**src/rtl/txq_pkg.sv**
```systemverilog
package txq_pkg;

    localparam int unsigned DATA_W = 8;
    localparam int unsigned ADDR_W = 8;
    localparam int unsigned RXL_W  = 5;

    localparam logic [ADDR_W-1:0] OFS_STATUS = 8'h14;
    localparam logic [ADDR_W-1:0] OFS_WDATA  = 8'h1C;
    localparam logic [ADDR_W-1:0] OFS_FCTRL  = 8'h20;
    localparam logic [ADDR_W-1:0] OFS_FSTAT  = 8'h24;

    // Stored part of the FIFO control register
    typedef struct packed {
        logic [1:0] tx_code;
        logic [2:0] rx_code;
    } fctrl_t;

    // Threshold selected by a TX code
    function automatic int unsigned thr_of(input logic [1:0] code);
        case (code)
            2'd0:    return 1;
            2'd1:    return 4;
            2'd2:    return 8;
            default: return 16;
        endcase
    endfunction

endpackage

```
**src/rtl/txq_store.sv**
```systemverilog
module txq_store #(
    parameter int unsigned DEPTH  = 32,
    parameter int unsigned DATA_W = 8,
    localparam int unsigned AW    = $clog2(DEPTH),
    localparam int unsigned LVL_W = $clog2(DEPTH + 1)
) (
    input  logic              clk,
    input  logic              rst,
    input  logic              push,
    input  logic              pop,
    input  logic              flush,
    input  logic [DATA_W-1:0] din,
    output logic [DATA_W-1:0] dout,
    output logic [LVL_W-1:0]  level,
    output logic [LVL_W-1:0]  level_d
);
    logic [DATA_W-1:0] mem [DEPTH];
    logic [AW-1:0]     wptr, rptr;
    logic              push_ok, pop_ok;

    assign push_ok = push && (level != LVL_W'(DEPTH));
    assign pop_ok  = pop && (level != '0);
    assign dout    = mem[rptr];

    always_comb begin
        level_d = level;
        if (flush)
            level_d = '0;
        else if (push_ok && !pop_ok)
            level_d = level + 1'b1;
        else if (pop_ok && !push_ok)
            level_d = level - 1'b1;
    end

    always_ff @(posedge clk) begin
        if (push_ok && !flush)
            mem[wptr] <= din;
    end

    always_ff @(posedge clk) begin
        if (rst || flush) begin
            wptr  <= '0;
            rptr  <= '0;
            level <= '0;
        end else begin
            if (push_ok) wptr <= wptr + 1'b1;
            if (pop_ok)  rptr <= rptr + 1'b1;
            level <= level_d;
        end
    end

    assert_no_overflow_R2: assert property (@(posedge clk) disable iff (rst)
        level <= LVL_W'(DEPTH));

    assert_drop_full_R2: assert property (@(posedge clk) disable iff (rst)
        (push && !pop && !flush && level == LVL_W'(DEPTH)) |=> level == LVL_W'(DEPTH));

    assert_flush_R5: assert property (@(posedge clk) disable iff (rst)
        flush |=> level == '0);

    assert_hold_R10: assert property (@(posedge clk) disable iff (rst)
        (push && pop && !flush && level != '0 && level != LVL_W'(DEPTH)) |=> $stable(level));

endmodule

```
**src/rtl/txq_flags.sv**
```systemverilog
module txq_flags #(
    parameter int unsigned LVL_W = 6
) (
    input  logic             clk,
    input  logic             rst,
    input  logic             flush,
    input  logic [LVL_W-1:0] level,
    input  logic [LVL_W-1:0] level_d,
    input  logic [LVL_W-1:0] thr_d,
    output logic             evt_wm,
    output logic             evt_empty
);
    always_ff @(posedge clk) begin
        if (rst) begin
            evt_wm    <= 1'b0;
            evt_empty <= 1'b0;
        end else begin
            evt_wm    <= (level_d >= thr_d);
            evt_empty <= !flush && (level != '0) && (level_d == '0);
        end
    end

    assert_empty_once_R7: assert property (@(posedge clk) disable iff (rst)
        evt_empty |=> !evt_empty);

endmodule

```
**src/rtl/txq_regs.sv**
```systemverilog
module txq_regs
    import txq_pkg::*;
#(
    parameter int unsigned LVL_W = 6,
    parameter int unsigned DEPTH = 32
) (
    input  logic              clk,
    input  logic              rst,
    input  logic              we,
    input  logic [ADDR_W-1:0] waddr,
    input  logic [31:0]       wdata,
    input  logic [ADDR_W-1:0] raddr,
    input  logic [LVL_W-1:0]  level,
    input  logic [RXL_W-1:0]  rx_level,
    output logic [31:0]       rdata,
    output logic              push,
    output logic [DATA_W-1:0] push_byte,
    output logic              flush,
    output fctrl_t            fctrl,
    output logic [LVL_W-1:0]  thr_d
);
    fctrl_t fctrl_d;
    logic   ctrl_we, full, empty, rx_zero;

    assign ctrl_we   = we && (waddr == OFS_FCTRL);
    assign push      = we && (waddr == OFS_WDATA);
    assign push_byte = wdata[DATA_W-1:0];
    assign flush     = ctrl_we && wdata[1];
    assign fctrl_d   = ctrl_we ? fctrl_t'({wdata[6:5], wdata[4:2]}) : fctrl;
    assign thr_d     = LVL_W'(thr_of(fctrl_d.tx_code));

    always_ff @(posedge clk) begin
        if (rst) fctrl <= '0;
        else     fctrl <= fctrl_d;
    end

    assign full    = (level == LVL_W'(DEPTH));
    assign empty   = (level == '0);
    assign rx_zero = (rx_level == '0);

    always_comb begin
        rdata = '0;
        case (raddr)
            OFS_STATUS: rdata[5:0] = {rx_zero, rx_zero, 1'b1, empty, 1'b0, full};
            OFS_FCTRL:  rdata[6:2] = {fctrl.tx_code, fctrl.rx_code};
            OFS_FSTAT: begin
                rdata[4:0]   = level[4:0];
                rdata[20:16] = rx_level;
            end
            default:    rdata = '0;
        endcase
    end

endmodule

```
**src/rtl/tx_fifo_wm.sv**
```systemverilog
module tx_fifo_wm
    import txq_pkg::*;
#(
    parameter int unsigned DEPTH = 32,
    localparam int unsigned LVL_W = $clog2(DEPTH + 1)
) (
    input  logic              clk,
    input  logic              rst,
    input  logic              reg_we,
    input  logic [7:0]        reg_waddr,
    input  logic [31:0]       reg_wdata,
    input  logic [7:0]        reg_raddr,
    output logic [31:0]       reg_rdata,
    input  logic [4:0]        rx_level,
    input  logic              tx_en,
    input  logic              tx_pop,
    output logic              tx_valid,
    output logic [7:0]        tx_byte,
    output logic              tx_full,
    output logic              tx_empty,
    output logic              evt_tx_wm,
    output logic              evt_tx_empty
);
    logic             push, flush, pop;
    logic [7:0]       push_byte;
    logic [LVL_W-1:0] level, level_d, thr_d;
    fctrl_t           fctrl;

    assign pop = tx_en && tx_pop;

    txq_regs #(.LVL_W(LVL_W), .DEPTH(DEPTH)) u_regs (
        .clk(clk), .rst(rst), .we(reg_we), .waddr(reg_waddr), .wdata(reg_wdata),
        .raddr(reg_raddr), .level(level), .rx_level(rx_level), .rdata(reg_rdata),
        .push(push), .push_byte(push_byte), .flush(flush), .fctrl(fctrl), .thr_d(thr_d)
    );

    txq_store #(.DEPTH(DEPTH), .DATA_W(DATA_W)) u_store (
        .clk(clk), .rst(rst), .push(push), .pop(pop), .flush(flush),
        .din(push_byte), .dout(tx_byte), .level(level), .level_d(level_d)
    );

    txq_flags #(.LVL_W(LVL_W)) u_flags (
        .clk(clk), .rst(rst), .flush(flush), .level(level), .level_d(level_d),
        .thr_d(thr_d), .evt_wm(evt_tx_wm), .evt_empty(evt_tx_empty)
    );

    assign tx_valid = (level != '0);
    assign tx_full  = (level == LVL_W'(DEPTH));
    assign tx_empty = (level == '0);

    assert_wm_track_R6: assert property (@(posedge clk) disable iff (rst)
        evt_tx_wm == (level >= LVL_W'(thr_of(fctrl.tx_code))));

    assert_empty_evt_R7: assert property (@(posedge clk) disable iff (rst)
        evt_tx_empty |-> (level == '0 && $past(level) == LVL_W'(1)));

    assert_no_pop_disabled_R9: assert property (@(posedge clk) disable iff (rst)
        (!tx_en && !reg_we) |=> $stable(level));

endmodule

```
**config.mk**
```make
export PLATFORM = sky130hd
export DESIGN_NAME = tx_fifo_wm
export DESIGN_NICKNAME = d
export VERILOG_FILES = /design/src/rtl/txq_pkg.sv /design/src/rtl/txq_store.sv /design/src/rtl/txq_flags.sv /design/src/rtl/txq_regs.sv /design/src/rtl/tx_fifo_wm.sv
export SDC_FILE = /design/constraint.sdc
export NUM_CORES = 1
export LEC_CHECK = 0
export BUFFER_PORTS_ARGS = -buffer_cell sky130_fd_sc_hd__buf_2
export CAP_MARGIN = 20
export CELL_PAD_IN_SITES_DETAIL_PLACEMENT = 0
export CELL_PAD_IN_SITES_GLOBAL_PLACEMENT = 1
export CORE_AREA = 2 2 152 154
export DETAILED_ROUTE_END_ITERATION = 12
export DIE_AREA = 0 0 154 156
export PLACE_DENSITY_LB_ADDON = 0.1
export SLEW_MARGIN = 15
export SYNTH_ARGS = -nofsm -noshare
export SYNTH_HDL_FRONTEND = slang
export SYNTH_HIERARCHICAL = 1
export SYNTH_SLANG_ARGS = --single-unit
```
**constraint.sdc**
```tcl
create_clock -name clk -period 4.6 [get_ports clk]
set_clock_uncertainty 0.2 [all_clocks]
set_input_delay 0.23 -clock clk [delete_from_list [all_inputs] [get_ports clk]]
set_output_delay 0.23 -clock clk [all_outputs]
set_load 0.05 [all_outputs]
```
=== Word level (Yosys, flattened, before mapping) ===
Memories as Yosys holds them, arrays and structs flattened. A register that Yosys moved wholly into a read port is not among the register bits.
Index checks and enable logic that the tools add are counted.

* Bits in registers: 23
* RAM bits: 256
* Bits of input ports: 58
* Output and inout bits: 45
* Word-level logic and storage cells: 56
* Memories: 1

* Add/sub/neg operators: 4
* $lt $le $gt $ge: 1
* Equality and inequality tests: 9
* Mux-type cells: 14
* Reductions and logical operators: 20

{| class="wikitable"
|+ Memory list
! memory !! depth !! width !! rd ports !! clocked after Yosys merged registers in !! wr ports !! line !! source
|-
| u_store.mem || 32 || 8 || 1 || 1 || 1 || txq_store.sv:17 || <nowiki>logic [DATA_W-1:0] mem [DEPTH];</nowiki>
|}

{| class="wikitable"
|+ Operator list
! cell !! number
|-
| == test 8 x 6 -> 1 bit (second input constant) || 3
|-
| two-way mux 5 bit || 4
|-
| two-way mux 6 bit || 3
|-
| == test 8 x 5 -> 1 bit (second input constant) || 2
|-
| case mux 5 bit (3 select lines) || 1
|-
| logical NOT 6 bit || 2
|-
| logical AND 1 bit || 11
|-
| adder 5 x 1 -> 5 bit (second input constant) || 2
|-
| case mux 3 bit (3 select lines) || 1
|-
| adder 6 x 1 -> 6 bit (second input constant) || 1
|-
| == test 6 bit (second input constant) || 1
|-
| >= comparator 6 x 5 -> 1 bit || 1
|-
| != test 6 bit (second input constant) || 1
|-
| nonzero test 6 bit || 1
|-
| subtractor 6 x 1 -> 6 bit (second input constant) || 1
|-
| logical NOT 5 bit || 1
|-
| case mux 2 bit (2 select lines) || 1
|-
| logical NOT 1 bit || 3
|-
| two-way mux 1 bit || 3
|-
| == test 2 x 1 -> 1 bit (second input constant) || 1
|-
| == test 2 bit (second input constant) || 1
|-
| logical NOT 2 bit || 1
|-
| case mux 1 bit (2 select lines) || 1
|-
| logical OR 1 bit || 1
|}

=== Longest topological paths before layout ===
* Depth in word-level cells: 10
* Mapped depth: 12
* Gate-level depth less buffers: 12

=== Modules after synthesis ===
Netlist, hierarchy kept.

{| class="wikitable"
|+ By module, submodules not included
! module !! times used !! cells an instance !! area each (µm²) !! sequential area each (µm²)
|-
| txq_store || 1 || 554 || 11114.4 || 8107.8
|-
| txq_regs || 1 || 100 || 815.8 || 100.1
|-
| txq_flags || 1 || 26 || 214.0 || 40.0
|-
| tx_fifo_wm || 1 || 7 || 47.5 || 0.0
|}

=== Worst setup path after synthesis ===
Ideal clock, no wire load.

* Path kind: flip-flop to output port
* Start: register u_store.level[3]
* End: output port reg_rdata[3]
* Data arrival time: 3.098 ns
* Required time: 4.170 ns
* Setup slack: 1.072 ns
* Stages on the path, launching flop included: 4
* Path buffers: 0
* Cells stage by stage: dfxtp_1 > and3b_1 > o21ai_0 > a2111oi_0

* Word-level cells in the longest chain between the ends: 1

{| class="wikitable"
|+ RTL lines
! element !! line !! source
|-
| start: declaration || txq_store.sv:14 || <nowiki>output logic [LVL_W-1:0] level,</nowiki>
|-
| start signal: assignment || txq_store.sv:48 || <nowiki>level <= level_d;</nowiki>
|-
| case mux 3 bit (3 select lines) || txq_regs.sv:43 || <nowiki>case (raddr)</nowiki>
|-
| end: declaration || tx_fifo_wm.sv:13 || <nowiki>output logic [31:0] reg_rdata,</nowiki>
|}

Every way passes these cells.

==> metrics.md <==
| Metric | Value |
|---|---|
| Post-route DRC violation count | 0 |
| Hold Crit Class | primary input to flip-flop |
| Pleak | 4.40 nW |
| Die extent in x | around 150 um |
| Row count | 55 |
| Element type at the critical path end | primary output |
| Setup repair bufs after CTS | 0 |
| Die ar. | 24000 sq um |
| Peak VDD IR | 0.775 mV |
| IO Pins | 103 |
| Synth Instances | between 600 and 700 |
| Critical Path RT | 4.17 ns |
| Top post-synthesis cells by area | edfxtp_1 (63%), mux4_2 (15%), dfxtp_1 (4.6%) |
| Yosys cell types | 60 |
| Port bufs | 58 |
| Average size of a mapped cell | 17.7 sq um |
| Layout cell share with drive strength beyond 1 | 0.284 |
| Largest net degree at the start of global routing | 38 |
| CP cell instances | buf_4, mux4_2, mux4_2, mux2_2, buf_2 |
| Post-cts sizing count | 0 |
| Power consumption | ~6.6 mW |
| Area growth syn-to-layout | 12.0% |
| DP HPWL | 16100 um |
| Crit path arrival time | 3.35 ns |
| Unrepaired setup endpoints after global routing | false |
| Top cells by count, synth | edfxtp_1 (256), mux4_2 (80), nor2_1 (57) |
| Via count | 6385 |
| FMAX | 0.265 GHz |
| CTS Sinks | 284 |
| Via/cell ratio | 6.09 |
| Crit-path max cell delay | 0.79 ns |
| Fin crit share | 0.822 |
| CTS tree | built |
| Crit-path most repeated cell | mux4_2 |
| Most frequent cell after synthesis | edfxtp_1 |
| Ys async rst share | 0 |
| Pwr dens | 482 nW/um^2 |
| DR pass1 iterations | 5 |
| Drt wl/cell | about 24 um |
| Finished Cell Area | 13700 sq um |
| Tot GR Track Use | 0.215 |
| Area leader, netlist | edfxtp_1 |
| Antenna cell count | 0 |
| Pins over their slew limit | 0 |
| Post-synthesis sequential area ratio | 0.677 |
| Buffer depth of the longest clock path | 3 |
| Drt total wl | 25200 um |
| Yosys reg bits | about 280 |
| Mapped cell area | between 10000 and 15000 sq um |
| Vias in the first global route | approximately 6300 |
| Gpl congestion | 0.753 |
| Crit-path max FO | 33 |
| Slew margin rel. | 0.376 |
| Outcome | completed |
| Warnings, synthesis | 6 |
| Hold WS | 0.0635 ns |
| First-pass GRT wire length | 38400 um |
| Most used DFF post-synth | edfxtp_1 |
| # setup viols final | 0 |
| GRT overflow | 0 |
| Fin Setup TNS | 0 ns |
| Worst slew pin tran | 0.935 ns |
| Initial antenna violation count | 0 |
| CTS H-tree lvls | 1 |
| Dpl cell area | 12600 sq um |
| CP max-delay cell | dfxtp_4 |
| Area of the core | 22400 sq um |
| Final worst path period need | about 3.8 ns |
| Post-synth EDFFs | approximately 260 |
| Chip height | roughly 160 um |
| Worst Setup Path Type | flip-flop to primary output |
| Hold Vio Cnt, Final | 0 |
| Reg clk slew, reported paths | 0.06 ns |
| Synth top area share | 0.631 |
| Final ANT Viol Nets | 0 |
| DRC marker count from the first detailed-route iteration | 450 |
| Worst Path Buf+Inv | 2 |
| Max cap viols | 0 |
| Total CTS buffers | 28 |
| Fin nets | 813 |
| Hold_buf cts | 1 |
| Starting Density | 0.545 |
| CTS root buffer | clkbuf_16 |
| Crit-path leading delay family | multiplexers |
| Worst skew pair latency | 0.52 ns |
| Startpoint Class | flip-flop |
-- area by class of cell --
type	instances	area, sq um
Sequential cell	284	8250
Clock buffer	32	757
Clock inverter	20	283
Multi-Input combinational cell	346	3580
Timing Repair Buffer	66	365
Tap cell	285	357
Inverter	15	56.3
Fill cell	1572	8710
-- report_power, final --
group | total (mW) | internal, mW | switching, mW
Clock | 2.51 | 1.57 | 0.938
Combinational | 1.15 | 0.429 | 0.716
Sequential | 2.92 | 2.84 | 0.0846
Total | 6.58 | 4.84 | 1.74
-- kinds of logic after synthesis --
family          after synthesis  synth area share
flops                       284             0.677
simple gates                154            0.0715
mux                         107             0.171
buf+inv                      78            0.0363
compound gates               41            0.0239
fa+ha+maj                    14            0.0144
xor+xnor                      8           0.00575
other cells                   1          0.000308
-- final timing paths --
path | from | endpoint | slack (ns) | depth (start not counted)
setup / recovery | flip-flop | tx_byte[5] | 0.82 | 5
hold / removal | reg_wdata[2] | u_regs/fctrl[0]$_SDFFE_PP0N_ | 0.06 | 3
setup reg to reg | u_store/level[1]$_SDFF_PP0_ | u_store/mem[2][1]$_DFFE_PP_ | 0.99 | 6
hold reg to reg | u_regs/fctrl[1]$_SDFFE_PP0N_ | u_regs/fctrl[1]$_SDFFE_PP0N_ | 0.28 | 2
-- stage by stage --
step / utilization / setup WS (ns) / instances
2_1_floorplan: - / 1.07 / 708
6_report: 0.610 / 0.820 / 1048
3_5_place_dp: 0.563 / 1.02 / 995
3_3_place_gp: 0.563 / 1.13 / 995
5_1_grt: 0.610 / 0.663 / 1048
4_1_cts: 0.610 / 0.753 / 1048
-- per-layer routing --
| metal | share of wire | GRT usage |
|---|---|---|
| met5 | 0 | 0 |
| met4 | 0.015 | 0.0436 |
| met3 | 0.071 | 0.0444 |
| met2 | 0.49 | 0.354 |
| met1 | 0.42 | 0.302 |
-- worst reg2reg max path, stage by stage, from the launching register on --
cell,delay [ns]
dfxtp_1,0.58
inv_1,0.23
ha_1,0.28
nor4b_4,0.17
a211oi_1,0.54
nand2_1,0.45
nor2_1,0.78
-- flip-flops by register name, summed over array words and instances (netlist names), named ones only --
signal and flops:
u_flags/evt_empty 1, u_flags/evt_wm 1, u_regs/fctrl 5, u_store/level 6
u_store/mem 256, u_store/rptr 5, u_store/wptr 5
-- cells in the final DEF (no fill, tap or decap), types with 3 or more instances in the layout --
| master | instances |
|---|---|
| mux2_2 | 12 |
| nor4_1 | 4 |
| o211ai_1 | 5 |
| clkbuf_16 | 29 |
| nand2b_1 | 16 |
| nor2_1 | 57 |
| conb_1 | 22 |
| and2_1 | 13 |
| o2111ai_1 | 5 |
| a211oi_1 | 4 |
| nand3b_1 | 3 |
| nor3_1 | 4 |
| or4_1 | 4 |
| inv_1 | 15 |
| a21oi_1 | 11 |
| clkinv_1 | 5 |
| buf_2 | 58 |
| edfxtp_1 | 256 |
| or3_1 | 6 |
| mux4_2 | 80 |
| xor2_1 | 5 |
| ha_1 | 14 |
| dfxtp_1 | 26 |
| mux2i_1 | 14 |
| buf_4 | 6 |
| clkinv_2 | 4 |
| bufinv_16 | 7 |
| nor2b_1 | 4 |
| nand2_1 | 19 |
| xnor2_1 | 3 |
Power figures use the tool's default switching activity.
